### src/rtl/dac_seg_pkg.sv
package dac_seg_pkg;
  typedef enum logic [1:0] {
    CODE_STRAIGHT = 2'b00,
    CODE_OFFSET   = 2'b01,
    CODE_TWOS     = 2'b10,
    CODE_TWOS_ALT = 2'b11
  } code_mode_e;

  function automatic logic mode_inverts_top(input code_mode_e m);
    return (m == CODE_TWOS) || (m == CODE_TWOS_ALT);
  endfunction

  function automatic logic mode_is_bipolar(input code_mode_e m);
    return m != CODE_STRAIGHT;
  endfunction
endpackage

### src/rtl/dac_seg_premap.sv
module dac_seg_premap
  import dac_seg_pkg::*;
#(
  parameter int CODE_W = 16,
  parameter int SEG_W  = 4,
  localparam int LADDER_W = CODE_W - SEG_W
) (
  input  logic [CODE_W-1:0]   code,
  input  code_mode_e          mode,
  output logic [SEG_W-1:0]    seg,
  output logic [LADDER_W-1:0] ladder,
  output logic                span_bipolar
);
  logic flip_top;

  always_comb begin
    flip_top     = mode_inverts_top(mode);
    seg          = code[CODE_W-1:LADDER_W];
    seg[SEG_W-1] = code[CODE_W-1] ^ flip_top;
    ladder       = code[LADDER_W-1:0];
    span_bipolar = mode_is_bipolar(mode);
  end
endmodule

### src/rtl/dac_seg_therm.sv
module dac_seg_therm #(
  parameter int SEG_W = 4,
  localparam int THERM_N = (1 << SEG_W) - 1
) (
  input  logic [SEG_W-1:0]   seg,
  output logic [THERM_N-1:0] therm
);
  for (genvar k = 1; k <= THERM_N; k++) begin : g_line
    assign therm[k-1] = (seg >= SEG_W'(k));
  end
endmodule

### src/rtl/dac_seg_weight.sv
module dac_seg_weight #(
  parameter int SEG_W    = 4,
  parameter int LADDER_W = 12,
  localparam int THERM_N  = (1 << SEG_W) - 1,
  localparam int WEIGHT_W = SEG_W + LADDER_W + 1
) (
  input  logic [THERM_N-1:0]  therm,
  input  logic [LADDER_W-1:0] ladder,
  output logic [WEIGHT_W-1:0] weight
);
  logic [SEG_W-1:0] units;

  always_comb begin
    units = '0;
    for (int i = 0; i < THERM_N; i++) begin
      units = units + SEG_W'(therm[i]);
    end
    weight = WEIGHT_W'({units, ladder});
  end
endmodule

### src/rtl/dac_seg_decoder.sv
module dac_seg_decoder
  import dac_seg_pkg::*;
#(
  parameter int CODE_W = 16,
  parameter int SEG_W  = 4,
  localparam int LADDER_W = CODE_W - SEG_W,
  localparam int THERM_N  = (1 << SEG_W) - 1,
  localparam int WEIGHT_W = CODE_W + 1
) (
  input  logic                clk,
  input  logic                rst,
  input  logic                in_valid,
  output logic                in_ready,
  input  logic [CODE_W-1:0]   in_code,
  input  logic [1:0]          in_mode,
  output logic                out_valid,
  input  logic                out_ready,
  output logic [THERM_N-1:0]  out_therm,
  output logic [LADDER_W-1:0] out_ladder,
  output logic [WEIGHT_W-1:0] out_weight,
  output logic                out_span_bipolar
);
  logic [SEG_W-1:0]    seg_c;
  logic [LADDER_W-1:0] ladder_c;
  logic                span_c;
  logic [THERM_N-1:0]  therm_c;
  logic [WEIGHT_W-1:0] weight_c;
  logic                take;

  dac_seg_premap #(.CODE_W(CODE_W), .SEG_W(SEG_W)) u_premap (
    .code        (in_code),
    .mode        (code_mode_e'(in_mode)),
    .seg         (seg_c),
    .ladder      (ladder_c),
    .span_bipolar(span_c)
  );

  dac_seg_therm #(.SEG_W(SEG_W)) u_therm (
    .seg  (seg_c),
    .therm(therm_c)
  );

  dac_seg_weight #(.SEG_W(SEG_W), .LADDER_W(LADDER_W)) u_weight (
    .therm (therm_c),
    .ladder(ladder_c),
    .weight(weight_c)
  );

  assign in_ready = !out_valid || out_ready;
  assign take     = in_valid && in_ready;

  always_ff @(posedge clk) begin
    if (rst) begin
      out_valid        <= 1'b0;
      out_therm        <= '0;
      out_ladder       <= '0;
      out_weight       <= '0;
      out_span_bipolar <= 1'b0;
    end else begin
      if (in_ready) out_valid <= in_valid;
      if (take) begin
        out_therm        <= therm_c;
        out_ladder       <= ladder_c;
        out_weight       <= weight_c;
        out_span_bipolar <= span_c;
      end
    end
  end
endmodule

### config.mk
export PLATFORM = sky130hd
export DESIGN_NAME = dac_seg_decoder
export DESIGN_NICKNAME = d
export VERILOG_FILES = /design/src/rtl/dac_seg_pkg.sv /design/src/rtl/dac_seg_premap.sv /design/src/rtl/dac_seg_therm.sv /design/src/rtl/dac_seg_weight.sv /design/src/rtl/dac_seg_decoder.sv
export SDC_FILE = /design/constraint.sdc
export NUM_CORES = 1
export LEC_CHECK = 0
export ABC_AREA = 1
export BUFFER_PORTS_ARGS = -buffer_cell sky130_fd_sc_hd__buf_2
export CAP_MARGIN = 10
export CORE_UTILIZATION = 30
export CTS_BUF_LIST = sky130_fd_sc_hd__clkbuf_2
export CTS_CLUSTER_DIAMETER = 60
export CTS_CLUSTER_SIZE = 40
export DETAILED_ROUTE_END_ITERATION = 6
export GPL_ROUTABILITY_DRIVEN = 0
export PLACE_DENSITY = 0.53
export SLEW_MARGIN = 15
export SYNTH_ARGS = -nofsm -noshare
export SYNTH_HDL_FRONTEND = slang
export SYNTH_SLANG_ARGS = --single-unit
### constraint.sdc
create_clock -name clk -period 3.8 [get_ports clk]
set_clock_uncertainty 0.1 [all_clocks]
set_input_delay 0.19 -clock clk [delete_from_list [all_inputs] [get_ports clk]]
set_output_delay 0.19 -clock clk [all_outputs]
set_load 0.01 [all_outputs]
# Word-level counts from Yosys, hierarchy flattened
# Cells that the tools add are included.
[totals] reg_bits=45 inputBits=22 out_inout_bits=47 word_cells=42
[op_classes] addsub=14 n_lt_le_gt_ge=15 n_eq_ne=2 bitwise=1 n_reduce_logical=5
[ops] cell="4-bit by 1-bit adder with 4-bit output" count=13
[ops] cell="4-bit >= comparator (second input constant)" count=8
[ops] cell="4-bit by 3-bit >= comparator with 1-bit output (second input constant)" count=4
[ops] cell="4-bit by 2-bit >= comparator with 1-bit output (second input constant)" count=2
[ops] cell="2-bit == test (second input constant)" count=2
[ops] cell="4-bit by 1-bit >= comparator with 1-bit output (second input constant)" count=1
[ops] cell="1-bit by 1-bit adder with 2-bit output" count=1
[ops] cell="1-bit logical OR" count=2
[ops] cell="2-bit nonzero test" count=1
[ops] cell="1-bit logical AND" count=1
[ops] cell="1-bit zero test" count=1
[ops] cell="1-bit XOR" count=1

# Logic depth before layout (Yosys ltp)
# Gate-level depths: netlist of run 1.
[logic_depth] word_depth=18 depth_mapped=22 depth_no_buf=22

# Hierarchy
# A second synthesis of run 1 with hierarchy kept.
[hier_totals] cells_unflattened=397 area_unflattened_um2=2746.4
[modules_own_cells] mod="dac_seg_decoder" n_inst=1 cells_each=300 area_each_um2=2074.5 seq_area_each_um2=920.9
[modules_own_cells] mod="dac_seg_weight" n_inst=1 cells_each=51 area_each_um2=427.9 seq_area_each_um2=0.0
[modules_own_cells] mod="dac_seg_premap" n_inst=1 cells_each=21 area_each_um2=137.6 seq_area_each_um2=0.0
[modules_own_cells] mod="dac_seg_therm" n_inst=1 cells_each=25 area_each_um2=106.4 seq_area_each_um2=0.0

# Worst setup path before layout of run 1
# No wires, ideal clock.
[synth_path] kind="input -> register" startpoint="input port in_code[15]" endpoint="register out_weight[13]" setup_ns=0.116 arrival_ns=3.903 t_required_ns=3.584 slack_ns=-0.318 path_stages=19 n_path_buf=0 cell_sequence="inv_1 > nand2_4 > nand2_8 > nand2_4 > nor2_1 > inv_1 > ha_1 > inv_1 > fa_1 > inv_1 > fa_1 > inv_1 > fa_1 > fa_1 > inv_1 > ha_1 > fa_1 > o21ai_0 > nor2_1"
[synth_between] word_cells_on_any_way=30 classes_between="14 x add/sub; 15 x order compare; 1 x bitwise"
[synth_lines] item="start, declared" line_no="dac_seg_decoder.sv:14" source="input logic [CODE_W-1:0] in_code,"
[synth_lines] item="1-bit XOR" line_no="dac_seg_premap.sv:19" source="seg[SEG_W-1] = code[CODE_W-1] ^ flip_top;"
[synth_lines] item="4-bit by 3-bit >= comparator with 1-bit output" line_no="dac_seg_therm.sv:9" source="assign therm[k-1] = (seg >= SEG_W'(k));"
[synth_lines] item="named net therm_c[3]" line_no="dac_seg_decoder.sv:26" source="logic [THERM_N-1:0] therm_c;"
[synth_lines] item="4-bit by 1-bit adder with 4-bit output (12 in a row)" line_no="dac_seg_weight.sv:16" source="units = units + SEG_W'(therm[i]);"
[synth_lines] item="named net u_weight.units[1]" line_no="dac_seg_weight.sv:11" source="logic [SEG_W-1:0] units;"
[synth_lines] item="end signal, assigned" line_no="dac_seg_decoder.sv:64" source="out_weight <= weight_c;"
[synth_lines] item="end, declared" line_no="dac_seg_decoder.sv:20" source="output logic [WEIGHT_W-1:0] out_weight,"
# The timed path passes the listed nets, and every way through them passes these cells.
# A chain may end at the register's enable or synchronous reset.

# Worst setup path in the final report of run 1
[layout_path] startpoint="input port in_mode[1]" endpoint="register out_weight[13]"
[layout_between] word_cells_on_any_way=33 classes_between="14 x add/sub; 15 x order compare; 2 x eq/ne; 1 x bitwise; 1 x reduce/logical"
[layout_lines] item="start, declared" line_no="dac_seg_decoder.sv:15" source="input logic [1:0] in_mode,"
[layout_lines] item="2-bit == test" line_no="dac_seg_pkg.sv:10" source="return (m == CODE_TWOS) || (m == CODE_TWOS_ALT);"
[layout_lines] item="1-bit logical OR (*)" line_no="dac_seg_pkg.sv:10"
[layout_lines] item="1-bit XOR (*)" line_no="dac_seg_premap.sv:19"
[layout_lines] item="4-bit by 3-bit >= comparator with 1-bit output (*)" line_no="dac_seg_therm.sv:9"
[layout_lines] item="named net therm_c[3]" line_no="dac_seg_decoder.sv:26"
[layout_lines] item="4-bit by 1-bit adder with 4-bit output (*) (12 in a row)" line_no="dac_seg_weight.sv:16"
[layout_lines] item="named net u_weight.units[1]" line_no="dac_seg_weight.sv:11"
# The timed path passes the listed nets; every way through them passes the cells marked *.

==> metrics.yaml, run 1 <==
outcome:
  status: "finished, final reports clean"
worst_hold_path:
  hp-class: "in -> reg"
  holdCritStartpoint: "in_code[13]"
  holdPathStages: 4
  hold_end: "out_therm[13]$_SDFFE_PP0P_"
floorplan:
  start_util_pct: 32.0
  die_w_um: 79.6
  dieHeight_um: 79.6
  die_area_um2: 6330
  boundaryPins: 69
  core_area_um2: 5640
  rows: 27
route:
  firstDrtPassIters: 4
  via_count: 1639
  drc: 0
  ant_nets: 0
  drt-total-wl_um: 4400
  vias_per_cell: 4.34
  first_iter_violations: 52
  wl_per_cell_um: 11.6
cts:
  cts-root-buf: "clkbuf_2"
  cts_tree: "yes"
  numCtsBuffers: 5
  clockBufferDepth: 2
  htreeDepth: 2
  clkTransAtPathRegs_ns: 0.17
  cts.sinks: 33
  clk_latency_ns: 0.38
placement:
  placed_area_um2: 2270
  dp_slack_ns: -0.522
  placed_cells_incl_taps: 353
  placement.io_buffers: 67
  dpl.hpwl_um: 3130
global_route:
  gr-total-overflow: 0
  grt_pass1_wl_um: 7260
  grt_pass1_vias: 1622
  grtUsageTotal_pct: 15.2
  grt_max_degree: 45
  antenna_found_initial: 0
timing:
  worst_slack_ns: 0.0754
  final.min_clock_period_ns: 3.72
  holdWs_ns: 0.150
  finalHoldViolCount: 0
  finalCritPeriodShare_pct: 98.0
  setup_violations: 0
  fmax_mhz: 268
  slew_viol_final: 0
worst_setup_path:
  reg2regPathDepth: 5
  worstSetupStartpointType: "primary input"
  rrSetupSlack_ns: 2.09
  crit_type: "in -> reg"
  crit_arrival_ns: 3.95
  worstSetupEndpointType: "flip-flop"
  cp_data_required_time_ns: 4.02
  path_max_fanout: 3
  worstReg2RegStart: "out_valid$_SDFFE_PP0N_"
  r2r_end: "out_span_bipolar$_SDFFE_PP0P_"
yosys:
  synthArstFlopShare_pct: 0
  ys_seq_area_share_pct: 36.6
  synth_ff_type: "dfxtp_1"
  yosysWarnings: 0
  avgSynthCellArea_um2: 8.39
  netlist_area_um2: 1800
  syn-num-nets: 252
  synth_cells: 215
  yosys_register_bits: 33
  synth_edf_count: 0
  ys_types: 29
final_layout:
  nets: 342
  drive_above_1_share_pct: 42.8
  design_area_um2: 2560
  areaGrowthSynthToFinish_pct: 42.0
  post-route-util_pct: 45.4
  diodes: 0
  fillers: 590
  final_cells: 378
run:
  maxCapViolCount: 0
power_and_ir_drop:
  p_leak_nw: 1.28
  powerDensity_nw_per_um2: 430
  peakVddDrop_uv: 145
kinds of logic after synthesis:
kind of cell | count (synthesis) | synth area share (%)
AOI/OAI and AO/OA | 49 | 14.8
xor gates and xnor gates | 1 | 0.486
adders and majority gates | 15 | 14.1
buffers and inverters | 50 | 15.0
DFF | 33 | 36.6
other | 1 | 0.208
and+or+nand+nor | 66 | 18.7
through the flow:
stage | TNS, ns | total power [W]
6_report | 0 | 0.00110
5_1_grt | -0.0406 | 0.00121
4_1_cts | 0 | 0.00110
3_5_place_dp | -1.48 | 0.000847
3_3_place_gp | -1.22 | 0.000836
2_1_floorplan | -0.288 | 0.000725
flip-flops by register name, indices dropped and copies added, names as in the netlist:
name              cells
out_ladder           11
out_span_bipolar      1
out_therm            15
out_valid             1
out_weight            5
cell type report:
| class | count | area (µm²) | share of cell area (%) |
|---|---|---|---|
| multi-input combinational | 132 | 937 | 36.6 |
| timing repair buffer | 104 | 669 | 26.1 |
| sequential | 33 | 661 | 25.8 |
| inverter | 29 | 140 | 5.47 |
| tap | 72 | 90.1 | 3.52 |
| clock inverter | 2 | 33.8 | 1.32 |
| clock buffer | 6 | 30.0 | 1.17 |
Yosys cell counts (4+ instances only):
cell type / instances / area share (%)
ha_1: 6 / 4.2
dfxtp_1: 33 / 37
a21oi_2: 5 / 2.4
o21ai_1: 13 / 3.6
a21oi_1: 12 / 3.3
nor2_1: 38 / 7.9
buf_4: 15 / 6.2
o21ai_0: 18 / 5.0
inv_1: 25 / 5.2
fa_1: 9 / 10
nand2_2: 6 / 2.1
nand3_1: 4 / 1.1
nand2_1: 8 / 1.7
worst max path at each step:
stage,startpoint,endpoint,cells after the start
after floorplan,in_mode[1],out_weight[13]$_SDFFE_PP0P_,19
after global placement,in_mode[1],out_weight[13]$_SDFFE_PP0P_,19
after detailed placement,in_mode[1],out_weight[13]$_SDFFE_PP0P_,19
after CTS,in_code[15],out_weight[13]$_SDFFE_PP0P_,20
after global routing,in_mode[1],out_weight[13]$_SDFFE_PP0P_,20
final,in_mode[1],out_weight[13]$_SDFFE_PP0P_,20
timing repair:
action,in CTS,in global routing
resized for setup,3,13
buffers inserted,0,1
hold buffers,16,0
hold endpoints to repair,17,0
pin swaps,0,5
setup endpoints to repair,2,3
critical path, cell delays in order:
cell     delay [ns]
buf_8          0.12
inv_16         0.05
nand2_8        0.05
nand2_8        0.07
nand2_8        0.06
nor2_4         0.10
inv_2          0.05
ha_4           0.25
inv_1          0.04
fa_1           0.47
inv_1          0.05
fa_1           0.48
inv_2          0.04
fa_1           0.49
fa_1           0.53
inv_2          0.05
ha_4           0.15
fa_2           0.52
o21ai_1        0.06
nor2_1         0.11
placed cells by master (no fill, tap or decap), types with 2 or more instances in the layout:
| cell | n |
|---|---|
| ha_4 | 2 |
| o21ai_1 | 14 |
| clkbuf_2 | 6 |
| buf_4 | 21 |
| buf_2 | 65 |
| inv_2 | 7 |
| a21oi_1 | 12 |
| nor2_2 | 2 |
| dfxtp_1 | 33 |
| ha_1 | 4 |
| dlygate4sd3_1 | 16 |
| nor2_4 | 3 |
| fa_1 | 8 |
| nand3_1 | 4 |
| nand2_8 | 3 |
| nor2_1 | 36 |
| inv_1 | 18 |
| a21oi_2 | 5 |
| nand2_2 | 5 |
| o21ai_0 | 17 |
| nand2_1 | 8 |
| nor3_1 | 2 |
power breakdown:
group,switching (W),internal (W)
Clock,0.000121,0.000112
Sequential,0.0000187,0.000384
Combinational,0.000253,0.000214
Total,0.000392,0.000710
per-layer routing:
layer	up-vias	wire (µm)	track usage [%]	share of wire, %
li1	843	-	-	-
met1	748	1870	16.3	43
met2	43	2250	28.2	51
met3	5	218	3.31	5.0
met4	0	60	7.09	1.4
met5	-	0	0	0
Power figures use the tool's default switching activity.
==> inputs of run 2 (changes only) <==
--- a/config.mk
+++ b/config.mk
@@ -5,7 +5,6 @@
 export SDC_FILE = /design/constraint.sdc
 export NUM_CORES = 1
 export LEC_CHECK = 0
-export ABC_AREA = 1
 export BUFFER_PORTS_ARGS = -buffer_cell sky130_fd_sc_hd__buf_2
 export CAP_MARGIN = 10
 export CORE_UTILIZATION = 30
==> run 2 against run 1 <==
Effect of this change:
- the run now ends with setup timing left
- global-route usage grew 0.26 points
- non-clock buffer count shrank 6
- die area shrank 0.20%
- worst hold slack lost 0.0089 ns
- final cell count shrank 5.0%
- wire length grew 6.3%
- final area shrank 5.2%
- first-iteration DRC count grew 23%
- maximum frequency shrank 2.5%
- sequential share of layout area grew 1.4 points
- clock-buffer cell count shrank 1
==> metrics.yaml, run 2 <==
timing:
  worst_slack_ns: -0.0209  # -0.0962 ns
  worst_pin_slew_ns: 0.988
  finalHoldViolCount: 0  # unchanged
  fmax_mhz: 262  # -2.5%
  final.min_clock_period_ns: 3.82  # +0.0962 ns
  setup_violations: 1  # +1
  slew_viol_final: 0  # unchanged
  maxSlewHeadroom_pct: 34.0
  rsz0062_at_grt: "yes"
  finalCritPeriodShare_pct: 101  # +2.5 points
yosys:
  ys_types: 34  # +17%
  yosys-top-cells-count: "a21oi_1 (33), dfxtp_1 (33), o21ai_0 (19), inv_1 (17), nand3_1 (17)"
  synthArstFlopShare_pct: 0  # unchanged
  yosysWarnings: 0  # unchanged
  avgSynthCellArea_um2: 8.49  # +1.2%
  yosys_register_bits: 33  # unchanged
  ys_seq_area_share_pct: 36.7  # +0.076 points
  synth_ff_type: "dfxtp_1"
  synth_edf_count: 0  # unchanged
  netlist_area_um2: 1800  # -0.21%
  synth_cells: 212  # -1.4%
  syn-num-nets: 249  # -1.2%
  yosys-top-cells-area: "dfxtp_1 (37%), fa_1 (10%), a21oi_1 (9.2%), buf_4 (5.4%), o21ai_0 (5.3%)"
  synth_top_area_share_pct: 36.7  # +0.076 points
  yosys.area.top_type: "dfxtp_1"
cts:
  htreeDepth: 2  # unchanged
  cts-root-buf: "clkbuf_2"
  cts_tree: "yes"
  clkTransAtPathRegs_ns: 0.19  # +0.02 ns
  clk_latency_ns: 0.36  # -0.02 ns
  clockBufferDepth: 2  # unchanged
  cts.sinks: 33  # unchanged
  numCtsBuffers: 5  # unchanged
route:
  first_iter_violations: 64  # +23%
  vias_per_cell: 4.82  # +11%
  ant_nets: 0  # unchanged
  firstDrtPassIters: 4  # unchanged
  via_count: 1730  # +5.6%
  drt-total-wl_um: 4680  # +6.3%
  drc: 0  # unchanged
  wl_per_cell_um: 13.0  # +12%
final_layout:
  post-route-util_pct: 43.0  # -2.4 points
  areaGrowthSynthToFinish_pct: 34.9
  nets: 323  # -5.6%
  max_flop_register: "out_therm"
  final_cell_mix: "buf_2 (66), dfxtp_1 (33), a21oi_1 (32)"
  reg_top3: "out_therm x15, out_ladder x11, out_weight x5"
  diodes: 0  # unchanged
  drive_above_1_share_pct: 38.0  # -4.8 points
  largest_reg_flops: 15  # unchanged
  design_area_um2: 2430  # -5.2%
  final_common_cell: "buf_2"
global_route:
  grtUsageTotal_pct: 15.5  # +0.26 points
  gr-total-overflow: 0  # unchanged
  grt_pass1_vias: 1671  # +3.0%
  antenna_found_initial: 0  # unchanged
  grt_max_degree: 37  # -18%
  grt_pass1_wl_um: 7670  # +5.6%
worst_setup_path:
  worstSetupStartpointType: "primary input"
  cp_data_required_time_ns: 4.01  # about the same
  crit_arrival_ns: 4.03  # +0.08 ns
  max_stage_delay_ns: 0.53  # about the same
  path_cells: "buf_4 > xor2_4 > nor3_4 > inv_1 > ha_1 > inv_2 > fa_1 > inv_2 > fa_2 > inv_2 > fa_2 > fa_1 > inv_1 > ha_2 > fa_2 > nand3_2 > a21oi_2"
  path_delay_family: "adder cells"
  critPathLaunch: "in_mode[1]"
  worstSetupEndpointType: "flip-flop"
  cpMaxStageDelayCell: "fa_2"
  critPathBufInv: 6  # -1
  worstReg2RegStart: "out_valid$_SDFFE_PP0N_"
  crit_type: "in -> reg"
  path_max_fanout: 3  # unchanged
floorplan:
  dieHeight_um: 79.5  # -0.10%
  rows: 27  # unchanged
  die_w_um: 79.5  # -0.10%
  boundaryPins: 69  # unchanged
  start_util_pct: 31.9  # -0.067 points
  core_area_um2: 5640  # unchanged
  die_area_um2: 6320  # -0.20%
placement:
  placement.io_buffers: 67  # unchanged
  dpl.hpwl_um: 3080  # -1.6%
  placed_area_um2: 2220  # -2.0%
  dp_slack_ns: -0.424  # +0.0980 ns
power_and_ir_drop:
  p_leak_nw: 1.13  # -12%
  powerDensity_nw_per_um2: 442  # +2.8%
  peakVddDrop_uv: 222  # +54%
run:
  maxCapViolCount: 0  # unchanged
outcome:
  violations: "setup timing"
  status: "finished with violations"
worst_hold_path:
  holdCritStartpoint: "in_code[13]"
  hp-class: "in -> reg"
==> run 2: cell count changes in the layout (fill, tap and decap cells not counted), moves of 4 or more <==
cell,delta
a211oi_1,+8
a21oi_1,+20
a21oi_2,-4
inv_1,-4
nand2_2,-5
nand2b_1,+4
nand3_1,+12
nor2_1,-31
o21ai_1,-14
==> run 2: path summary, 6_finish.rpt <==
check / to / slack [ns] / depth (start not counted)
worst min-delay path: out_therm[13]$_SDFFE_PP0P_ / 0.14 / 3
worst max-delay path: out_weight[13]$_SDFFE_PP0P_ / -0.02 / 17
worst min register to register: out_therm[9]$_SDFFE_PP0P_ / 0.38 / 2
worst max register to register: out_therm[0]$_SDFFE_PP0P_ / 1.80 / 5
==> run 2: stage by stage <==
stage | hold WS (ns) | power [W] | TNS (ns) | std cells
floorplan | 0.238 | 0.000736 | -0.656 | 212
global placement | 0.352 | 0.000867 | -1.06 | 336
detailed placement | 0.356 | 0.000871 | -1.17 | 336
CTS | 0.121 | 0.00106 | -0.00452 | 358
global route | 0.0721 | 0.00119 | -0.0929 | 359
finish | 0.141 | 0.00107 | -0.0209 | 359
==> run 2: kinds of logic after synthesis <==
logic type,count (synthesis),synth area share [%]
other,1,0.208
AND/OR/NAND/NOR,42,12.0
adder cells (fa/ha/maj),15,14.2
XOR/XNOR,2,1.39
flip-flops,33,36.7
AO/OA/AOI/OAI,70,22.6
buffers and inverters,49,13.0
==> run 2: cell type report <==
cell class                 count  area [µm²]
clock buffer                   5        25.0
clock inverter                 3        17.5
fill                         590        3210
inverter                      18        67.6
multi-input combinational    130         962
sequential                    33         661
tap                           72        90.1
timing repair buffer          98         606
==> run 2: timing repair <==
action                     4_1_cts  5_1_grt
cloned                           0        0
pin swaps                        0        2
hold buffers                    14        0
gates resized for setup          1        6
hold endpoints to repair        13        0
setup endpoints to repair        1        2
setup buffers                    0        1
==> run 2: metal layers <==
metal / up-vias / track usage (%) / share of wire (%)
met3: 4 / 4.00 / 5.2
met5: - / 0 / 0
met2: 57 / 27.2 / 46
met1: 806 / 18.9 / 48
li1: 863 / - / -
met4: 0 / 3.27 / 0.56
==> run 2: worst min-delay path, stage by stage <==
cell     delay [ns]
buf_2          0.18
nand3_1        0.14
o22ai_1        0.08
==> run 2: power breakdown <==
part	switching (W)	internal, W
clock	0.000129	0.0000430
sequential	0.0000183	0.000383
combinational	0.000257	0.000244
total	0.000405	0.000670
